`src/rtl/clk_ctl_pkg.sv`:
```
package clk_ctl_pkg;
  localparam int unsigned BYTE_W = 8;
  localparam int unsigned CTRL_USED = 6;

  // control register layout, msb first (bit 5 .. bit 0)
  typedef struct packed {
    logic por;
    logic aux2;
    logic aux1;
    logic pwrdn;
    logic fast;
    logic slow;
  } ctrl_t;

  localparam ctrl_t CTRL_RST = '{por: 1'b1, aux2: 1'b0, aux1: 1'b0,
                                 pwrdn: 1'b1, fast: 1'b1, slow: 1'b0};
endpackage

```
`src/rtl/clk_ctl_ctrl_reg.sv`:
```
module clk_ctl_ctrl_reg
  import clk_ctl_pkg::*;
(
  input  logic  clk,
  input  logic  rst,
  input  logic  wr_en,
  input  ctrl_t wr_val,
  input  logic  pll_stable,
  input  logic  por_detect,
  output ctrl_t state
);
  ctrl_t nxt;

  always_comb begin
    nxt = state;
    if (wr_en) begin
      nxt.slow  = wr_val.slow;
      nxt.aux1  = wr_val.aux1;
      nxt.aux2  = wr_val.aux2;
      // leaving the main clock needs a powered, locked PLL
      nxt.fast  = wr_val.fast | (state.fast & (state.pwrdn | ~pll_stable));
      // power-down only while main clock is held and stays held
      nxt.pwrdn = wr_val.pwrdn ? (state.pwrdn | (state.fast & nxt.fast)) : 1'b0;
      // flag is clear-only from software
      nxt.por   = state.por & wr_val.por;
    end
    if (por_detect) nxt.por = 1'b1;
  end

  always_ff @(posedge clk) begin
    if (rst) state <= CTRL_RST;
    else     state <= nxt;
  end
endmodule

```
`src/rtl/clk_ctl_prsc_reg.sv`:
```
module clk_ctl_prsc_reg #(
  parameter int unsigned DIV_W    = 4,
  parameter int unsigned MODE_W   = 3,
  parameter int unsigned RST_DIV  = 15,
  parameter int unsigned RST_MODE = 4
) (
  input  logic              clk,
  input  logic              rst,
  input  logic              wr_en,
  input  logic              unlocked,
  input  logic [DIV_W-1:0]  wr_div,
  input  logic [MODE_W-1:0] wr_mode,
  output logic [DIV_W-1:0]  div,
  output logic [MODE_W-1:0] mode
);
  always_ff @(posedge clk) begin
    if (rst) begin
      div  <= DIV_W'(RST_DIV);
      mode <= MODE_W'(RST_MODE);
    end else if (wr_en && unlocked) begin
      div  <= wr_div;
      mode <= wr_mode;
    end
  end
endmodule

```
`src/rtl/clk_ctl_tick_div.sv`:
```
module clk_ctl_tick_div #(
  parameter int unsigned DIV_W   = 4,
  parameter int unsigned RST_DIV = 15
) (
  input  logic             clk,
  input  logic             rst,
  input  logic [DIV_W-1:0] div,
  output logic             tick
);
  logic [DIV_W-1:0] cnt;
  logic [DIV_W-1:0] active;
  logic             wrap;

  assign wrap = (cnt == active);

  always_ff @(posedge clk) begin
    if (rst) begin
      cnt    <= '0;
      active <= DIV_W'(RST_DIV);
      tick   <= 1'b0;
    end else begin
      tick <= wrap;
      if (wrap) begin
        cnt    <= '0;
        active <= div;
      end else begin
        cnt <= cnt + 1'b1;
      end
    end
  end
endmodule

```
`src/rtl/clk_ctl_regs.sv`:
```
module clk_ctl_regs
  import clk_ctl_pkg::*;
#(
  parameter int unsigned ADDR_W   = 2,
  parameter int unsigned CTRL_OFS = 0,
  parameter int unsigned PRSC_OFS = 2,
  parameter int unsigned DIV_W    = 4,
  parameter int unsigned MODE_W   = 3,
  parameter int unsigned RST_DIV  = 15,
  parameter int unsigned RST_MODE = 4
) (
  input  logic              clk,
  input  logic              rst,
  input  logic [ADDR_W-1:0] bus_addr,
  input  logic              bus_we,
  input  logic [7:0]        bus_wdata,
  output logic [7:0]        bus_rdata,
  input  logic              pll_stable,
  input  logic              main_stable,
  input  logic              por_detect,
  output logic              pll_pwrdn,
  output logic              sysclk_main,
  output logic              slowclk_osc,
  output logic              aux1_run,
  output logic              aux2_run,
  output logic [MODE_W-1:0] pll_mode,
  output logic [DIV_W-1:0]  fast_div,
  output logic              fast_tick
);
  localparam int unsigned PRSC_USED = DIV_W + MODE_W;

  logic  sel_ctrl, sel_prsc;
  ctrl_t ctrl;
  logic  unused_wbits;

  assign sel_ctrl     = (bus_addr == ADDR_W'(CTRL_OFS));
  assign sel_prsc     = (bus_addr == ADDR_W'(PRSC_OFS));
  assign unused_wbits = &{1'b0, bus_wdata[BYTE_W-1:CTRL_USED], bus_wdata[BYTE_W-1:PRSC_USED]};

  clk_ctl_ctrl_reg u_ctrl (
    .clk        (clk),
    .rst        (rst),
    .wr_en      (bus_we && sel_ctrl),
    .wr_val     (ctrl_t'(bus_wdata[CTRL_USED-1:0])),
    .pll_stable (pll_stable),
    .por_detect (por_detect),
    .state      (ctrl)
  );

  clk_ctl_prsc_reg #(
    .DIV_W(DIV_W), .MODE_W(MODE_W), .RST_DIV(RST_DIV), .RST_MODE(RST_MODE)
  ) u_prsc (
    .clk      (clk),
    .rst      (rst),
    .wr_en    (bus_we && sel_prsc),
    .unlocked (ctrl.fast),
    .wr_div   (bus_wdata[DIV_W-1:0]),
    .wr_mode  (bus_wdata[PRSC_USED-1:DIV_W]),
    .div      (fast_div),
    .mode     (pll_mode)
  );

  clk_ctl_tick_div #(.DIV_W(DIV_W), .RST_DIV(RST_DIV)) u_div (
    .clk  (clk),
    .rst  (rst),
    .div  (fast_div),
    .tick (fast_tick)
  );

  assign pll_pwrdn   = ctrl.pwrdn;
  assign sysclk_main = ctrl.fast;
  assign slowclk_osc = ctrl.slow;

  always_ff @(posedge clk) begin
    if (rst) begin
      aux1_run <= 1'b0;
      aux2_run <= 1'b0;
    end else begin
      aux1_run <= ctrl.aux1 & main_stable;
      aux2_run <= ctrl.aux2 & main_stable;
    end
  end

  always_comb begin
    bus_rdata = '0;
    if (sel_ctrl)      bus_rdata = BYTE_W'(ctrl);
    else if (sel_prsc) bus_rdata = BYTE_W'({pll_mode, fast_div});
  end
endmodule

```
`config.mk`:
```
export PLATFORM = sky130hd
export DESIGN_NAME = clk_ctl_regs
export DESIGN_NICKNAME = d
export VERILOG_FILES = /design/src/rtl/clk_ctl_pkg.sv /design/src/rtl/clk_ctl_ctrl_reg.sv /design/src/rtl/clk_ctl_prsc_reg.sv /design/src/rtl/clk_ctl_tick_div.sv /design/src/rtl/clk_ctl_regs.sv
export SDC_FILE = /design/constraint.sdc
export NUM_CORES = 1
export LEC_CHECK = 0
export BUFFER_PORTS_ARGS = -buffer_cell sky130_fd_sc_hd__buf_2
export CAP_MARGIN = 10
export CORE_ASPECT_RATIO = 0.75
export CORE_MARGIN = 2
export CORE_UTILIZATION = 51
export DETAILED_ROUTE_END_ITERATION = 6
export HOLD_SLACK_MARGIN = 0.05
export PLACE_DENSITY_LB_ADDON = 0.1
export SLEW_MARGIN = 0
export SYNTH_ARGS = -nofsm -noshare
export SYNTH_HDL_FRONTEND = slang
export SYNTH_SLANG_ARGS = --single-unit
```
`constraint.sdc`:
```
create_clock -name clk -period 1.95 [get_ports clk]
set_input_delay 0.0975 -clock clk [delete_from_list [all_inputs] [get_ports clk]]
set_output_delay 0.0975 -clock clk [all_outputs]
set_load 0.02 [all_outputs]
```
==> results of run 1 <==
[path summary, 6_finish.rpt]
check / startpoint / end / slack (ns) / depth (start not counted)
setup / recovery: u_ctrl.state[1] / u_prsc.div[0] / 0.51 / 2
hold / removal: bus_wdata[5] / u_prsc.mode[1] / 0.06 / 3
setup reg to reg: u_ctrl.state[1] / u_prsc.div[0] / 0.51 / 2
hold reg to reg: u_ctrl.state[5] / u_ctrl.state[5] / 0.48 / 1
[cell usage after synthesis]
library cell	number	area, um^2
nand3_1	1	5.00
nand4b_1	1	8.76
ha_1	1	12.5
buf_4	2	15.0
and3b_1	3	26.3
nor3_1	3	15.0
xnor2_1	1	8.76
nor2_1	24	90.1
nor2b_1	1	6.26
xor2_1	5	43.8
clkbuf_1	2	7.51
a221o_1	1	10.0
nor3b_4	1	18.8
inv_1	5	18.8
buf_1	1	3.75
a31oi_1	1	6.26
nand2b_1	2	12.5
a211o_1	6	52.6
o21bai_1	1	7.51
nor3b_1	1	7.51
mux2i_1	15	150
nor4_4	1	21.3
buf_2	2	10.0
and2_1	1	6.26
dfxtp_1	24	480
conb_1	1	3.75
nand3b_1	1	7.51
[final cells by class]
cell class	count	area share (%)
inverter	5	1.41
timing repair buffer	40	17.3
tap	24	2.25
clock buffer	3	1.69
clock inverter	1	2.25
sequential	24	36.1
multi-input combinational	72	39.1
[worst max-delay path: stages (launching register included)]
cell      delay, ns
dfxtp_1        0.41
nand4b_1       0.48
a211o_1        0.45
[routing by layer]
metal | share of wire [%] | vias to the layer above | GRT usage, % | routed length (um)
met5 | 0 | - | 0 | 0
met4 | 0.62 | 0 | 5.71 | 13
met3 | 7.2 | 2 | 7.16 | 151
met2 | 47 | 28 | 31.4 | 995
met1 | 45 | 396 | 22.8 | 947
li1 | - | 439 | - | -
[kinds of logic (layout without fill, tap and decap cells)]
kind of cell / after synthesis / in the layout / synth area share [%]
compound gates: 9 / 9 / 7.23
buf+inv: 12 / 49 / 5.21
flops: 24 / 24 / 45.5
simple gates: 40 / 40 / 21.3
xor+xnor: 6 / 6 / 4.98
other cells: 1 / 1 / 0.355
mux: 15 / 15 / 14.2
fa+ha+maj: 1 / 1 / 1.18
[registers in the layout, summed over array words and instances (netlist names)]
| signal | cells |
|---|---|
| u_div.cnt | 4 |
| u_prsc.div | 4 |
| u_ctrl.state | 6 |
| u_prsc.mode | 3 |
| aux2_run | 1 |
| u_div.active | 4 |
| aux1_run | 1 |
| u_div.tick | 1 |
[through the flow]
stage / power, mW / instance area, um^2 / setup slack, ns / util [%]
2_1_floorplan: 0.619 / 1060 / 0.679 / -
6_report: 1.01 / 1330 / 0.509 / 67.3
5_1_grt: 1.05 / 1330 / 0.409 / 67.3
4_1_cts: 1.02 / 1330 / 0.494 / 67.3
3_5_place_dp: 0.658 / 1220 / 0.542 / 61.6
3_3_place_gp: 0.653 / 1220 / 0.530 / 61.6
[where the power goes]
group / leakage [nW] / total, mW / switching, mW / internal [mW]
registers: 0.196 / 0.521 / 0.0146 / 0.506
logic: 0.397 / 0.135 / 0.0756 / 0.0593
clock network: 0.0279 / 0.357 / 0.149 / 0.208
total: 0.620 / 1.01 / 0.239 / 0.774
[repair_timing]
action | in CTS | in global routing
gates resized for setup | 0 | 0
setup buffers | 0 | 0
hold endpoints to repair | 8 | 0
hold buffers | 6 | 0
==> results.ini, run 1 <==
[status]
status = finished, final reports clean

[global_routing]
globalRouteTotalUtil_pct = 18.8
antenna_found_initial = 0
grt_pass1_vias = 755
grt-ovfl-total = 0
grt_max_degree = 29
grt_pass1_wl_um = 3470

[routing]
firstDrtPassIters = 2
dr.first_iter.drc_count = 12
antenna_left = 0
wl_per_cell_um = 12.5
wirelength_um = 2110
drc = 0
vias_per_cell = 5.12
vias = 865

[die]
die_width_um = 56.5
placement_rows = 14
core_area_um2 = 1980
ios = 37
initial_core_util_pct = 53.4
die_y_um = 43.4
die_area_um2 = 2450

[sta]
slew_violations = 0
skew_ns = 0.0146
max_freq_ghz = 0.694
rsz0062_at_grt = no
setup_violations = 0
holdWs_ns = 0.0562
worstMarginPinSlew_ns = 0.605
tns_ns = 0
slew_headroom_pct = 59.4
post-route-period-util_pct = 73.9
hold_viol = 0
final.min_clock_period_ns = 1.44

[power_and_ir_drop]
power_leakage_nw = 0.620
p_per_area_nw_per_um2 = 760
vdd_drop_max_uv = 679

[final_layout]
nets = 163
multi_input_area_um2 = 520
mostFrequentLayoutCells = buf_2 (34), nor2_1 (24), dfxtp_1 (24), mux2i_1 (15)
fill_cells = 169
syn_to_final_growth_pct = 26.2
antennaDiodeCount = 0
drive_gt1_share_pct = 27.6
seq_area_um2 = 480
mostFrequentLayoutCell = buf_2
fin_cells = 169

[worst_hold_path]
holdCritPathClass = in2reg

[clock_network]
cts_buffer_depth = 2
cts_max_level = 1
numCtsBuffers = 3
clk_latency_ns = 0.32
cts_tree = yes
cts_num_sinks = 24
path_clk_slew_ns = 0.12
cts.root.buffer_cell = clkbuf_4

[setup_path]
cp-start-kind = flip-flop
cp_max_fo = 12
crit_type = reg2reg
required_ns = 2.16
end_kind = flip-flop
arrival_ns = 1.65

[yosys]
synth-seq-cells = 24
synthesis.area_um2 = 1060
yosysWarningCount = 0
mappedNetlistNets = 125
synthCells = 108
synthDistinctLibCells = 27
seq_area_frac_synth_pct = 45.5
syn_area_per_cell_um2 = 9.78

[run]
maxCapViolations = 0

[place]
gp_congestion = 0.708
place_inst = 159
dpl.hpwl_um = 1480
io_buffers = 34

Power figures use the tool's default switching activity.
==> run 2, diff against run 1 <==
--- a/config.mk
+++ b/config.mk
@@ -5,11 +5,12 @@
 export SDC_FILE = /design/constraint.sdc
 export NUM_CORES = 1
 export LEC_CHECK = 0
+export ABC_AREA = 1
 export BUFFER_PORTS_ARGS = -buffer_cell sky130_fd_sc_hd__buf_2
 export CAP_MARGIN = 10
 export CORE_ASPECT_RATIO = 0.75
 export CORE_MARGIN = 2
-export CORE_UTILIZATION = 51
+export CORE_UTILIZATION = 43
 export DETAILED_ROUTE_END_ITERATION = 6
 export HOLD_SLACK_MARGIN = 0.05
 export PLACE_DENSITY_LB_ADDON = 0.1
==> constraint.sdc (replaced) <==
create_clock -name clk -period 1.2 [get_ports clk]
set_input_delay 0.06 -clock clk [delete_from_list [all_inputs] [get_ports clk]]
set_output_delay 0.06 -clock clk [all_outputs]
set_load 0.02 [all_outputs]
==> run 2 against run 1 <==
  * Power is 68% higher
  * Synthesized area down 0.12%
  * Sequential power rose by 64%
  * Final area rose by 9.9%
  * Non-clock buffer count grew 9
  * Utilization shrank 3.9 points
  * Critical path depth is 1 higher
  * Fmax up 26%
  * Largest cell class is now flip-flops and latches
  * Largest power group unchanged
==> results.ini, run 2 <==
[yosys]
synth_adder_area_share_pct = 1.19  ; +0.0014 points
ys_async_sr_fraction_pct = 0  ; unchanged
synth_xor_xnor_area_share_pct = 1.66  ; -3.3 points
synth_area_leaders = dfxtp_1 (46%), nand2_1 (13%), inv_1 (7.5%)
yosys.area_share.simple_pct = 32.5  ; +11 points
synth_edf_count = 0  ; unchanged
synthesis.area_um2 = 1050  ; -0.12%
synth_mux_area_share_pct = 0  ; -14 points
yosysTopAreaCell = dfxtp_1
yosys-top-cells-count = nand2_1 (37), dfxtp_1 (24), inv_1 (21), nor2_1 (14), nand3_1 (12)
seq_area_frac_synth_pct = 45.6  ; +0.054 points
synthCells = 144  ; +33%
synth_top_family_by_area = simple AND/OR/NAND/NOR gates
yosysMostFrequentCell = nand2_1
yosysWarningCount = 0  ; unchanged
synthDistinctLibCells = 22  ; -19%
synth_ff_type = dfxtp_1
mappedNetlistNets = 161  ; +29%
synth_compound_area_share_pct = 9.73  ; +2.5 points
yosysTopAreaCellShare_pct = 45.6  ; +0.054 points
synth-seq-cells = 24  ; unchanged
syn_area_per_cell_um2 = 7.32  ; -25%

[sta]
tns_ns = 0  ; unchanged
post-route-period-util_pct = 95.6  ; +22 points
slew_violations = 0  ; unchanged
final.min_clock_period_ns = 1.15  ; -0.294 ns
skew_ns = 0.00996  ; -0.00463 ns
hold_viol = 0  ; unchanged
max_freq_ghz = 0.872  ; +26%
setup_violations = 0  ; unchanged
rsz0062_at_grt = no
fin_ws_ns = 0.0533  ; -0.456 ns
holdWs_ns = 0.0982  ; +0.0419 ns

[place]
pre_cts_ws_ns = 0.117  ; -0.424 ns
io_buffers = 34  ; unchanged
dpl.hpwl_um = 1750  ; +19%
gp_congestion = 0.808  ; +14%
detailed_place.area_um2 = 1280  ; +4.7%
place_inst = 213  ; +34%

[clock_network]
path_clk_slew_ns = 0.13  ; about the same
cts_num_sinks = 24  ; unchanged
cts_tree = yes
clk_latency_ns = 0.31  ; about the same
cts_max_level = 1  ; unchanged
cts_buffer_depth = 2  ; unchanged
numCtsBuffers = 3  ; unchanged
cts.root.buffer_cell = clkbuf_4

[global_routing]
grt-ovfl-total = 0  ; unchanged
grt_pass1_vias = 900  ; +19%
grt.busiest_layer = met2
use_met3_pct = 6.61  ; -0.55 points
grtUsageMet2_pct = 28.9  ; -2.5 points
grtUsageMet1_pct = 23.6  ; +0.80 points
grt_pass1_wl_um = 3770  ; +8.8%
antenna_found_initial = 0  ; unchanged
grt_max_degree = 15  ; -48%
globalRouteTotalUtil_pct = 18.2  ; -0.55 points

[final_layout]
mostFrequentLayoutCell = nand2_1
syn_to_final_growth_pct = 38.8
fill_cells = 210  ; +24%
top_register = u_ctrl.state
antennaDiodeCount = 0  ; unchanged
nets = 213  ; +31%
fin_cells = 229  ; +36%
seq_area_um2 = 485  ; +1.0%
largest_reg_flops = 6  ; unchanged
drive_gt1_share_pct = 28.2  ; +0.62 points
fin_area_um2 = 1460  ; +9.9%
multi_input_area_um2 = 483  ; -7.2%
finish.utilization_pct = 63.4  ; -3.9 points
mostFrequentLayoutCells = nand2_1 (37), buf_2 (32), inv_1 (21), dfxtp_1 (20), nor2_1 (14)

[setup_path]
crit_chain = inv_1 > nor3_1 > dlygate4sd3_1
reg2reg_slack_ns = 0.05  ; -0.46 ns
slowest_stage = dlygate4sd3_1
reg2reg_depth = 3  ; +1
end_kind = flip-flop
path_buf_inv = 2  ; +2
path_delay_family = buffers and inverters
r2r_start = u_ctrl.state[4]
crit_type = reg2reg
max_stage_delay_ns = 0.56  ; +0.08 ns
arrival_ns = 1.42  ; -0.23 ns
cp_max_fo = 3  ; -9
r2r_end = aux2_run
cp-start-kind = flip-flop
required_ns = 1.47  ; -0.69 ns

[worst_hold_path]
worstHoldEndpoint = u_div.active[3]
holdCritPathClass = in2reg
worstHoldStart = rst
hold_depth = 3  ; unchanged

[power_and_ir_drop]
pwr-share-clk_pct = 33.7  ; -1.5 points
swShare_pct = 24.7  ; +1.1 points
vdd_drop_max_uv = 734  ; +8.1%
p_switching_mw = 0.420  ; +76%
design_power_total_mw = 1.70  ; +68%
p_per_area_nw_per_um2 = 1160  ; +53%
power_frac_seq_pct = 50.2  ; -1.3 points
power_leakage_nw = 0.794  ; +28%
cell_internal_pwr_mw = 1.28  ; +66%
p_comb_share_pct = 16.1  ; +2.8 points

[routing]
antenna_left = 0  ; unchanged
drc = 0  ; unchanged
vias_per_cell = 4.62  ; -9.7%
wl_per_cell_um = 10.4  ; -17%
dr.first_iter.drc_count = 34  ; +22
vias = 1058  ; +22%
wirelength_um = 2380  ; +13%
firstDrtPassIters = 4  ; +2

[run]
maxCapViolations = 0  ; unchanged

[status]
status = finished, final reports clean

[die]
ios = 37  ; unchanged
die_width_um = 61.2  ; +8.2%
placement_rows = 15  ; +1
die_area_um2 = 2870  ; +17%
die_y_um = 46.9  ; +8.0%
initial_core_util_pct = 45.7  ; -7.7 points
core_area_um2 = 2310  ; +17%

run 2: timing repair:
action                     CTS  global route
gates resized for setup      1             9
hold buffers                12             1
setup buffers                0             0
setup endpoints to repair    1            10
hold endpoints to repair    16             1
run 2: worst max path at each step:
stage | start | endpoint | cells past startpoint
after global routing | u_ctrl.state[1] | bus_rdata[1] | 3
final | u_ctrl.state[4] | aux2_run | 3
after floorplan | u_ctrl.state[1] | u_prsc.div[1] | 5
after CTS | u_ctrl.state[1] | bus_rdata[1] | 3
after detailed placement | u_div.cnt[0] | u_div.active[0] | 7
after global placement | u_div.cnt[1] | u_div.active[1] | 7
run 2: per-layer routing:
metal	part of all wire [%]	routed length, um
met1	47	1130
met2	43	1020
met5	0	0
met3	8.8	209
met4	1.1	27
run 2: cell families (layout without fill, tap and decap cells):
logic type | after synthesis | after routing
AO/OA/AOI/OAI | 18 | 18
buffers and inverters | 24 | 75
XOR/XNOR | 2 | 2
adder cells (fa/ha/maj) | 1 | 1
flip-flops | 24 | 24
AND/OR/NAND/NOR | 74 | 74
other | 1 | 1
run 2: layout make-up:
type,count,area share (%)
timing repair buffer,49,21.7
sequential,24,33.2
inverter,22,5.64
clock inverter,1,2.05
multi-input combinational,96,33.0
clock buffer,3,1.54
tap,34,2.91
run 2: worst min-delay path: stages:
cell and delay [ns]:
buf_2 0.12, inv_1 0.11, nand3_1 0.10
run 2: power groups by stage:
stage	combinational (mW)	clock [mW]	sequential [mW]
2_1_floorplan	0.130	0	0.888
3_3_place_gp	0.235	0	0.869
3_5_place_dp	0.238	0	0.870
4_1_cts	0.267	0.588	0.853
5_1_grt	0.305	0.614	0.860
6_report	0.274	0.573	0.855
==> run 3, diff against run 2 <==
--- a/config.mk
+++ b/config.mk
@@ -10,7 +10,7 @@
 export CAP_MARGIN = 10
 export CORE_ASPECT_RATIO = 0.75
 export CORE_MARGIN = 2
-export CORE_UTILIZATION = 43
+export CORE_UTILIZATION = 51
 export DETAILED_ROUTE_END_ITERATION = 6
 export HOLD_SLACK_MARGIN = 0.05
 export PLACE_DENSITY_LB_ADDON = 0.1
==> constraint.sdc (replaced) <==
create_clock -name clk -period 1.4 [get_ports clk]
set_input_delay 0.07 -clock clk [delete_from_list [all_inputs] [get_ports clk]]
set_output_delay 0.07 -clock clk [all_outputs]
set_load 0.02 [all_outputs]
==> run 3 against run 2 <==
  * Non-clock buffer count down 1
  * Clock skew up 0.0058 ns
  * First-iteration DRC count up 15%
  * Highest routed layer unchanged
  * Sequential share of layout area up 0.43 points
  * Final area down 2.3%
  * Critical path type is now reg2out
  * Critical endpoint is now bus_rdata[1]
==> results.ini, run 3 (synthesis gave the netlist of run 2 again) <==
[power_and_ir_drop]
design_power_total_mw = 1.46  ; -14%
power_leakage_nw = 0.788  ; -0.81%
p_per_area_nw_per_um2 = 1020  ; -12%
vdd_drop_max_uv = 952  ; +30%

[die]
die_y_um = 43.4  ; -7.5%
ios = 37  ; unchanged
initial_core_util_pct = 53.3  ; +7.6 points
die_area_um2 = 2450  ; -15%
core_area_um2 = 1980  ; -14%
placement_rows = 14  ; -1
die_width_um = 56.5  ; -7.6%

[global_routing]
grt_pass1_wl_um = 3980  ; +5.5%
grt-ovfl-total = 0  ; unchanged
grt_max_degree = 15  ; unchanged
grt_pass1_vias = 908  ; +0.89%
globalRouteTotalUtil_pct = 21.2  ; +3.0 points
antenna_found_initial = 0  ; unchanged

[setup_path]
reg2reg_slack_ns = 0.25  ; +0.20 ns
slowest_stage = dfxtp_1
max_stage_delay_ns = 0.42  ; -0.14 ns
crit_type = reg2out
cp_max_fo = 4  ; +1
end_kind = output pin
cp-start-kind = flip-flop
required_ns = 1.33  ; -0.14 ns
arrival_ns = 1.17  ; -0.25 ns
crit_chain = inv_1 > o21ai_0 > buf_2

[final_layout]
drive_gt1_share_pct = 25.3  ; -2.9 points
nets = 212  ; -0.47%
mostFrequentLayoutCells = nand2_1 (37), buf_2 (34), dfxtp_1 (24), inv_1 (21), nor2_1 (14)
largest_reg_flops = 6  ; unchanged
syn_to_final_growth_pct = 35.6
top_register = u_ctrl.state
mostFrequentLayoutCell = nand2_1
antennaDiodeCount = 0  ; unchanged
fin_area_um2 = 1430  ; -2.3%

[routing]
drc = 0  ; unchanged
wl_met3_um = 156  ; -25%
drt-met1-wl_um = 1210  ; +7.4%
firstDrtPassIters = 4  ; unchanged
top_layer = met4
wl_per_cell_um = 11.1  ; +6.4%
wl_met2_um = 1010  ; -1.2%
wirelength_um = 2410  ; +1.3%
vias = 1021  ; -3.5%
antenna_left = 0  ; unchanged
dr.first_iter.drc_count = 39  ; +15%
vias_per_cell = 4.68  ; +1.4%

[sta]
post-route-period-util_pct = 88.8
final.min_clock_period_ns = 1.24
tns_ns = 0  ; unchanged
slew_violations = 0  ; unchanged
hold_viol = 0  ; unchanged
rsz0062_at_grt = no
max_freq_ghz = 0.804
setup_violations = 0  ; unchanged
skew_ns = 0.0158  ; +0.00579 ns

[run]
maxCapViolations = 0  ; unchanged

[clock_network]
clk_latency_ns = 0.32  ; about the same
cts_num_sinks = 24  ; unchanged
cts_max_level = 1  ; unchanged
path_clk_slew_ns = 0.14  ; about the same
cts_buffer_depth = 2  ; unchanged
cts.root.buffer_cell = clkbuf_4
cts_tree = yes
numCtsBuffers = 3  ; unchanged

[place]
detailed_place.area_um2 = 1260  ; -1.6%
gp_congestion = 0.816  ; +0.98%
io_buffers = 34  ; unchanged
dpl.hpwl_um = 1770  ; +1.2%

[status]
status = finished, final reports clean

[worst_hold_path]
holdCritPathClass = in2reg

run 3: cell types whose count changed in the layout (fill, tap and decap cells not counted), sizes merged:
cell	previous run	this run
buf	37	36
run 3: routing by layer:
| metal | vias to the layer above | track usage (%) |
|---|---|---|
| met5 | - | 0 |
| met1 | 435 | 29.7 |
| met4 | 0 | 6.67 |
| met2 | 35 | 32.1 |
| li1 | 547 | - |
| met3 | 4 | 5.97 |
run 3: where the power goes:
part           internal (mW)  leakage [nW]  switching, mW
clock network          0.290        0.0279          0.209
registers              0.709         0.196         0.0222
logic                 0.0931         0.564          0.134
run 3: worst paths after layout:
check	startpoint	to	cells past startpoint
min	bus_we	u_ctrl.state[4]	3
max reg2reg	u_ctrl.state[4]	aux2_run	3
max	u_ctrl.state[1]	bus_rdata[1]	3
min reg2reg	u_ctrl.state[3]	aux1_run	2
run 3: layout make-up:
class                           instances  area (um^2)
Fill cell                             159          549
Multi-Input combinational cell         96          479
Clock inverter                          1         30.0
Sequential cell                        24          480
Timing Repair Buffer                   48          305
Tap cell                               24         30.0
Clock buffer                            3         22.5
Inverter                               22         82.6
run 3: metrics by stage:
stage / hold slack (ns) / setup slack, ns / instances / util (%)
5_1_grt: 0.143 / 0.0896 / 218 / 72.3
6_report: 0.130 / 0.157 / 218 / 72.3
3_5_place_dp: 0.262 / 0.302 / 202 / 63.5
2_1_floorplan: 0.142 / 0.272 / 144 / -
4_1_cts: 0.127 / 0.164 / 218 / 72.3
3_3_place_gp: 0.259 / 0.340 / 202 / 63.5
run 3: timing repair:
action	in CTS	in global routing
gates resized for setup	0	0
buffers inserted	0	0
endpoints found under the hold margin	15	0
hold buffers	12	0
run 3: critical path, delay by kind of cell (launching register included):
family                 cells  cell delay [ns]
AO/OA/AOI/OAI              1             0.16
buffers and inverters      2             0.27
flip-flops                 1             0.42
